==> src/rtl/lss_pkg.sv <==
package lss_pkg;
  typedef enum logic [1:0] {
    TAG_EMPTY = 2'd0,
    TAG_BIT0  = 2'd1,
    TAG_BIT1  = 2'd2,
    TAG_ERR   = 2'd3
  } lss_tag_e;

  localparam int TAG_W = 2;
endpackage

==> src/rtl/lss_rst_sync.sv <==
module lss_rst_sync #(
  parameter int STAGES = 2
) (
  input  logic clk,
  input  logic rst_n,
  output logic rst_q_n
);
  logic [STAGES-1:0] sync_q;

  always_ff @(posedge clk or negedge rst_n) begin
    if (!rst_n) sync_q <= '0;
    else        sync_q <= {sync_q[STAGES-2:0], 1'b1};
  end

  assign rst_q_n = sync_q[STAGES-1];
endmodule

==> src/rtl/lss_slot.sv <==
module lss_slot
  import lss_pkg::*;
#(
  parameter int PW       = 8,
  parameter bit HAS_DATA = 1'b1
) (
  input  logic             clk,
  input  logic             rst_n,
  input  logic             load,
  input  logic             clear,
  input  logic [TAG_W-1:0] ld_tag,
  input  logic [PW-1:0]    ld_data,
  output logic [TAG_W-1:0] tag,
  output logic [PW-1:0]    data
);
  logic [TAG_W-1:0] tag_q, tag_d;
  logic             tag_en;

  // load has priority; the controller never raises both
  always_comb begin
    tag_en = load | clear;
    tag_d  = load ? ld_tag : TAG_EMPTY;
  end

  always_ff @(posedge clk or negedge rst_n) begin
    if (!rst_n)      tag_q <= TAG_EMPTY;
    else if (tag_en) tag_q <= tag_d;
  end

  assign tag = tag_q;

  generate
    if (HAS_DATA) begin : g_payload
      logic [PW-1:0] data_q;
      always_ff @(posedge clk or negedge rst_n) begin
        if (!rst_n)    data_q <= '0;
        else if (load) data_q <= ld_data;
      end
      assign data = data_q;
    end else begin : g_no_payload
      logic unused_ok;
      assign unused_ok = ^ld_data;
      assign data      = '0;
    end
  endgenerate
endmodule

==> src/rtl/lss_xfer_ctrl.sv <==
module lss_xfer_ctrl
  import lss_pkg::*;
(
  input  logic [TAG_W-1:0] in_slot_tag,
  input  logic [TAG_W-1:0] out_slot_tag,
  input  logic             wr_req,
  input  logic [TAG_W-1:0] wr_tag,
  input  logic             take_req,
  input  logic             corrupt,
  output logic             wr_ok,
  output logic             take_ok,
  output logic             xfer,
  output logic [TAG_W-1:0] fwd_tag
);
  logic in_full, out_full;

  always_comb begin
    in_full  = (in_slot_tag  != TAG_EMPTY);
    out_full = (out_slot_tag != TAG_EMPTY);
    xfer     = in_full & ~out_full;
    wr_ok    = wr_req & ~in_full & (wr_tag != TAG_EMPTY);
    take_ok  = take_req & out_full;
    fwd_tag  = corrupt ? TAG_ERR : in_slot_tag;
  end
endmodule

==> src/rtl/lossy_slot_stage.sv <==
module lossy_slot_stage
  import lss_pkg::*;
#(
  parameter  int DATA_W = 8,
  localparam int PW     = (DATA_W > 0) ? DATA_W : 1
) (
  input  logic          clk,
  input  logic          rst_n,
  input  logic          in_wr,
  input  logic [1:0]    in_tag,
  input  logic [PW-1:0] in_data,
  output logic          in_ready,
  input  logic          corrupt_en,
  input  logic          out_take,
  output logic [1:0]    out_tag,
  output logic [PW-1:0] out_data
);
  localparam bit HAS_DATA = (DATA_W > 0);

  logic             rst_q_n;
  logic             wr_ok, take_ok, xfer;
  logic [TAG_W-1:0] in_slot_tag, out_slot_tag, fwd_tag;
  logic [PW-1:0]    in_slot_data, out_slot_data;

  lss_rst_sync #(.STAGES(2)) u_rst (
    .clk(clk), .rst_n(rst_n), .rst_q_n(rst_q_n)
  );

  lss_xfer_ctrl u_ctrl (
    .in_slot_tag(in_slot_tag), .out_slot_tag(out_slot_tag),
    .wr_req(in_wr), .wr_tag(in_tag), .take_req(out_take),
    .corrupt(corrupt_en), .wr_ok(wr_ok), .take_ok(take_ok),
    .xfer(xfer), .fwd_tag(fwd_tag)
  );

  lss_slot #(.PW(PW), .HAS_DATA(HAS_DATA)) u_in_slot (
    .clk(clk), .rst_n(rst_q_n), .load(wr_ok), .clear(xfer),
    .ld_tag(in_tag), .ld_data(in_data),
    .tag(in_slot_tag), .data(in_slot_data)
  );

  lss_slot #(.PW(PW), .HAS_DATA(HAS_DATA)) u_out_slot (
    .clk(clk), .rst_n(rst_q_n), .load(xfer), .clear(take_ok),
    .ld_tag(fwd_tag), .ld_data(in_slot_data),
    .tag(out_slot_tag), .data(out_slot_data)
  );

  assign in_ready = (in_slot_tag == TAG_EMPTY);
  assign out_tag  = out_slot_tag;
  assign out_data = out_slot_data;
endmodule

==> config.mk <==
export PLATFORM = sky130hd
export DESIGN_NAME = lossy_slot_stage
export DESIGN_NICKNAME = d
export VERILOG_FILES = /design/src/rtl/lss_pkg.sv /design/src/rtl/lss_rst_sync.sv /design/src/rtl/lss_slot.sv /design/src/rtl/lss_xfer_ctrl.sv /design/src/rtl/lossy_slot_stage.sv
export SDC_FILE = /design/constraint.sdc
export NUM_CORES = 1
export LEC_CHECK = 0
export ABC_AREA = 0
export BUFFER_PORTS_ARGS = -buffer_cell sky130_fd_sc_hd__buf_2
export CAP_MARGIN = 0
export CORE_ASPECT_RATIO = 0.75
export CORE_UTILIZATION = 43
export DETAILED_ROUTE_END_ITERATION = 10
export PLACE_DENSITY = 0.69
export SLEW_MARGIN = 20
export SYNTH_ARGS = -nofsm -noshare
export SYNTH_HDL_FRONTEND = slang
export SYNTH_SLANG_ARGS = --single-unit
==> constraint.sdc <==
create_clock -name clk -period 2 [get_ports clk]
set_input_delay 0.2 -clock clk [delete_from_list [all_inputs] [get_ports clk]]
set_output_delay 0.2 -clock clk [all_outputs]
set_load 0.01 [all_outputs]
==> results of run 1 <==
## flip-flops by register name (all words and copies together) (netlist names)
name and cells:
u_in_slot.data 8, u_out_slot.data 8, u_in_slot.tag 2, u_out_slot.tag 2
u_rst.sync_q 2
## synth_stat cells, drive strengths merged
master and n:
o22ai 2, inv 2, mux2 16, dfrtp 22
conb 1, o211a 1, a22o 2, buf 2
or2 2, nor2 3
## routing by layer
metal,vias to the layer above,GRT usage,wire [um]
met5,-,0,0
met4,0,0.0197,0
met3,0,0.0778,98
met2,18,0.213,536
met1,223,0.176,615
li1,236,-,-
## final cells by class
type	instances	area (um^2)
fill	161	744
sequential	22	551
multi-input combinational	27	288
timing repair buffer	26	135
clock inverter	1	30.0
tap	22	27.5
clock buffer	3	22.5
inverter	2	7.51
## worst max path at each step
stage                                      to
5_1_grt        u_out_slot.data[2]$_DFFE_PN0P_
3_5_place_dp   u_out_slot.data[5]$_DFFE_PN0P_
2_1_floorplan  u_out_slot.data[0]$_DFFE_PN0P_
4_1_cts        u_out_slot.data[2]$_DFFE_PN0P_
3_3_place_gp   u_out_slot.data[1]$_DFFE_PN0P_
6_report       u_out_slot.data[2]$_DFFE_PN0P_
## stage by stage
stage / hold WS (ns) / instance area, um^2 / setup WS [ns] / total power, uW
5_1_grt: 0.0814 / 1060 / 0.344 / 1900
4_1_cts: 0.0748 / 1060 / 0.383 / 1810
6_report: 0.0972 / 1060 / 0.401 / 1770
3_5_place_dp: -0.0128 / 998 / 0.421 / 1470
2_1_floorplan: -0.0956 / 862 / 0.574 / 1290
3_3_place_gp: -0.0142 / 998 / 0.478 / 1440
## cells in the final DEF (no fill, tap or decap)
cell type,n
bufinv_16,1
mux2_1,8
clkbuf_4,3
o22ai_1,2
a22o_2,2
dlygate4sd3_1,1
o211a_1,1
nor2_4,1
dfrtp_1,22
or2_1,2
buf_2,25
conb_1,1
mux2_4,8
nor2_1,2
inv_1,2
## cell families after synthesis
family / count (synthesis) / synth area share
multiplexers: 16 / 0.244
buffers and inverters: 4 / 0.0276
AO/OA/AOI/OAI: 5 / 0.0493
other: 1 / 0.00435
AND/OR/NAND/NOR: 5 / 0.0363
flip-flops: 22 / 0.639
## power by group through the flow
stage	sequential (uW)	clock, uW	combinational, uW
final	773	330	671
after global routing	801	362	737
after CTS	775	346	685
after detailed placement	784	0	684
after global placement	782	0	660
after floorplan	815	0	476
## what timing repair did
| item | 4_1_cts | 5_1_grt |
|---|---|---|
| hold buffers | 1 | 0 |
| endpoints found under the setup margin | 0 | 0 |
| gates resized for setup | 0 | 0 |
| endpoints found under the hold margin | 2 | 0 |
==> out/summary.txt, run 1 <==
Layout cells sized above 1 -> 0.494
HP Class -> in2reg
Yosys reg bits -> 22
HPWL Detailed -> 912 um
Routed vias -> 477
Ant. Diodes -> 0
Clk slew on worst S/H paths -> 0.12 ns
Vias in the first global route -> 432
Sw frac -> 0.291
Crit path cell chain -> or2_1 -> or2_1 -> mux2_4
Num CTS Buffers -> 3
Mapped Cells -> 53
Setup crit start kind -> flop
Critical R2R Launch -> u_out_slot.tag[1]$_DFFE_PN0P_
# setup viols final -> 0
Clock share of power -> 0.186
# IOs -> 26
Critical path class -> reg2reg
Clock Skew -> 0.0113 ns
Post-route DRC -> 0
Rows -> 13
DIE WIDTH -> 53.7 um
Bufs and invs on worst path -> 0
Tmin final -> 1.60 ns
Fin crit share -> 0.799
Die Ht -> 40.8 um
Biggest area consumer among synthesized cells -> dfrtp_1
Worst flop-to-flop path endpoint -> u_out_slot.data[2]$_DFFE_PN0P_
Seq/Total Area, Yosys -> 0.639
Unrepaired setup endpoints after global routing -> false
Hold EP -> u_out_slot.tag[0]$_DFFE_PN0P_
Antenna violations before repair -> 0
Initial Util -> 0.477
Dpl cells -> 98
Critical path's slowest cell -> or2_1
Hold path depth -> 2
Port bufs -> 25
First-pass GRT wire length -> 1.97 mm
Max-Cap Viols -> 0
CTS tree -> built
Vias per inst -> 4.63
Share of the synthesized area in the top cell type -> 0.639
Syn Std Cell Area -> 862 um^2
Final hold viol count -> 0
Setup TNS -> 0 ns
WL/cell -> 12.1 um
Die area -> 2190 um^2
Worst vdd ir -> 1.34 mV
Cell Int Power -> 1260 uW
Insertion delay to the later sink of the worst-skew pair -> 0.30 ns
Final RePlAce weighted congestion -> 0.677
# H-tree levels -> 1
Final std cells w/o fill -> 103
Max clock buf depth -> 2
First-pass DRT Iterations -> 2
HP Start -> out_take
Pwr dens -> 1670 nW/um^2
Count of different cell masters after synthesis -> 13
Data required, critical path -> 2.19 ns
Worst-case reg-to-reg path depth -> 3
Area contributors post-synth -> dfrtp_1, mux2_4, mux2_1
Slew Limit Fails -> 0
Critical path endpoint category -> flop
Relative slew slack -> 0.485
Drt total wl -> 1.25 mm
FF-to-FF setup slack -> 0.40 ns
Syn nets -> 68
Fmax -> 625 MHz
Yosys warning total -> 0
Antenna Nets Post-Route -> 0
Core Footprint -> 1810 um^2
Combinational share of power -> 0.378
Worst Path Max Fanout -> 10
CTS root buffer -> clkbuf_4
Crit. path cell count -> 3
Most used cell, CP -> or2_1
Sequential share of power -> 0.436
Leakage -> 0.000543 uW
Worst Path Arrival -> 1.79 ns
Syn Area/Cell -> 16.3 um^2
Largest stage delay, worst path -> 0.44 ns
Tot GR Track Use -> 0.139
GRT Residual Overflow -> 0
Worst setup startpoint -> u_out_slot.tag[1]$_DFFE_PN0P_
Largest net degree at the start of global routing -> 21
Layout Nets -> 97
Initial drt markers -> 6
# clock sinks -> 22
Worst Max-Slew Pin Slew -> 0.773 ns
CP top delay family -> simple AND/OR/NAND/NOR gates
Status -> completed
Net Switching -> 516 uW
Post-CTS Setup Inserts -> 0
Syn-to-layout area delta -> 23.1%
Util after Layout -> 0.588
(Power assumes the default switching activity.)
==> inputs of run 2 (changes only) <==
- clock period: 2 -> 1.6 ns (I/O delays scaled with it)
==> out/summary.txt, run 2 (synthesis results as in run 1) <==
Status -> completed
Hold path depth -> 2
Final RePlAce weighted congestion -> 0.712
Tot GR Track Use -> 0.165
Unrepaired setup endpoints after global routing -> false
Post-CTS Setup Inserts -> 0
Num CTS Buffers -> 3
Area of the multi-input gates -> 290 um^2
Setup TNS -> 0 ns
Vias per inst -> 4.84
Most frequent cells in the layout -> buf_2, dfrtp_1, mux2_4, mux2_1, clkbuf_4
Post-route setup slack -> 0.127 ns
Critical path's slowest cell -> dfrtp_1
Bufs and invs on worst path -> 0
Crit. path cell count -> 3
Clock share of power -> 0.186
Port bufs -> 25
CTS tree -> built
Clock Skew -> 0.00712 ns
Worst-case reg-to-reg path depth -> 3
Layout Nets -> 98
Fin crit share -> 0.921
Final std cells w/o fill -> 104
Met1 usage -> 0.205
Pwr dens -> 2110 nW/um^2
Grt met2 use -> 0.262
Insertion delay to the later sink of the worst-skew pair -> 0.30 ns
DIE WIDTH -> 53.7 um
Met3 Use GR -> 0.0667
CP top delay family -> flip-flops
First-pass GRT wire length -> 2.29 mm
Die Ht -> 40.8 um
Initial drt markers -> 4
Worst Path Arrival -> 1.66 ns
Leakage -> 0.000549 uW
Data required, critical path -> 1.79 ns
HP Class -> in2reg
Overall power -> 2260 uW
CTS root buffer -> clkbuf_4
Antenna violations before repair -> 0
Largest net degree at the start of global routing -> 21
# clock sinks -> 22
Cell Int Power -> 1590 uW
Final hold slack -> 0.0634 ns
# setup viols final -> 0
GRT Residual Overflow -> 0
Clk slew on worst S/H paths -> 0.12 ns
Routed vias -> 503
Setup crit start kind -> flop
HPWL Detailed -> 983 um
Max-Cap Viols -> 0
Critical path class -> reg2reg
Gr busiest metal -> met2
# H-tree levels -> 1
Initial Util -> 0.477
Worst vdd ir -> 1.13 mV
Syn-to-layout area delta -> 24.2%
FF/Latch Area -> 551 um^2
First-pass DRT Iterations -> 4
Combinational share of power -> 0.385
Fmax -> 679 MHz
Post-route DRC -> 0
Final hold viol count -> 0
# IOs -> 26
Layout cells sized above 1 -> 0.512
Rows -> 13
Crit path cell chain -> nor2_4 -> o211a_1 -> mux2_1
Dpl cells -> 99
Most common cell after layout, fill and taps aside -> buf_2
Pre-CTS WS -> 0.0218 ns
Tmin final -> 1.47 ns
Sw frac -> 0.297
WL/cell -> 13.4 um
Sequential share of power -> 0.429
Fillers -> 171
Critical path endpoint category -> flop
Vias in the first global route -> 481
Die area -> 2190 um^2
Drt total wl -> 1.39 mm
Worst Path Max Fanout -> 10
Ant. Diodes -> 0
Largest stage delay, worst path -> 0.44 ns
Antenna Nets Post-Route -> 0
Slew Limit Fails -> 0
Net Switching -> 669 uW
Core Footprint -> 1810 um^2
Max clock buf depth -> 2
==> run 2: cell count changes in the layout (fill, tap and decap cells not counted) <==
cell | before | now
buf_4 | 0 | 1
or2_1 | 2 | 1
or2_4 | 0 | 1
==> run 2: final cells by class <==
type | instances | share of cell area
tap | 22 | 0.0257
clock buffer | 3 | 0.0210
multi-input combinational | 27 | 0.271
inverter | 2 | 0.00701
clock inverter | 1 | 0.0280
timing repair buffer | 27 | 0.133
sequential | 22 | 0.514
==> run 2: power groups by stage <==
stage | Sequential (uW) | Combinational (uW) | Clock [uW]
floorplan | 1020 | 595 | 0
global placement | 969 | 838 | 0
detailed placement | 977 | 871 | 0
CTS | 973 | 872 | 431
global route | 997 | 961 | 460
finish | 968 | 868 | 419
==> run 2: worst paths after layout <==
| path | from | endpoint | slack, ns |
|---|---|---|---|
| max | u_in_slot.tag[1]$_DFFE_PN0P_ | u_in_slot.data[2]$_DFFE_PN0P_ | 0.13 |
| min | in_data[7] | u_in_slot.data[7]$_DFFE_PN0P_ | 0.06 |
| max reg2reg | u_in_slot.tag[1]$_DFFE_PN0P_ | u_in_slot.data[2]$_DFFE_PN0P_ | 0.13 |
| min reg2reg | u_rst.sync_q[1]$_DFF_PN0_ | u_out_slot.data[5]$_DFFE_PN0P_ | 0.20 |
| max in group asynchronous | u_rst.sync_q[1]$_DFF_PN0_ | u_in_slot.data[0]$_DFFE_PN0P_ | 1.20 |
| min in group asynchronous | rst_n | u_rst.sync_q[0]$_DFF_PN0_ | 0.16 |
==> run 2: what timing repair did <==
| action | 4_1_cts | 5_1_grt |
|---|---|---|
| hold buffers | 1 | 0 |
| setup endpoints to repair | 1 | 1 |
| hold endpoints to repair | 2 | 0 |
| resized for setup | 1 | 1 |
==> run 2: per-stage QoR <==
step / utilization / area [um^2]
detailed placement: 0.557 / 1010
global route: 0.593 / 1070
CTS: 0.592 / 1070
floorplan: - / 862
finish: 0.593 / 1070
global placement: 0.557 / 1010
==> run 2: worst reg2reg max path, cell delays in order (launching register included) <==
cell and delay [ns]:
dfrtp_1 0.44, nor2_4 0.14, o211a_1 0.41, mux2_1 0.37
==> run 2: per-layer routing <==
metal  share of wire  vias up
li1                -      240
met1            0.45      245
met2            0.49       16
met3           0.054        2
met4          0.0057        0
met5               0        -
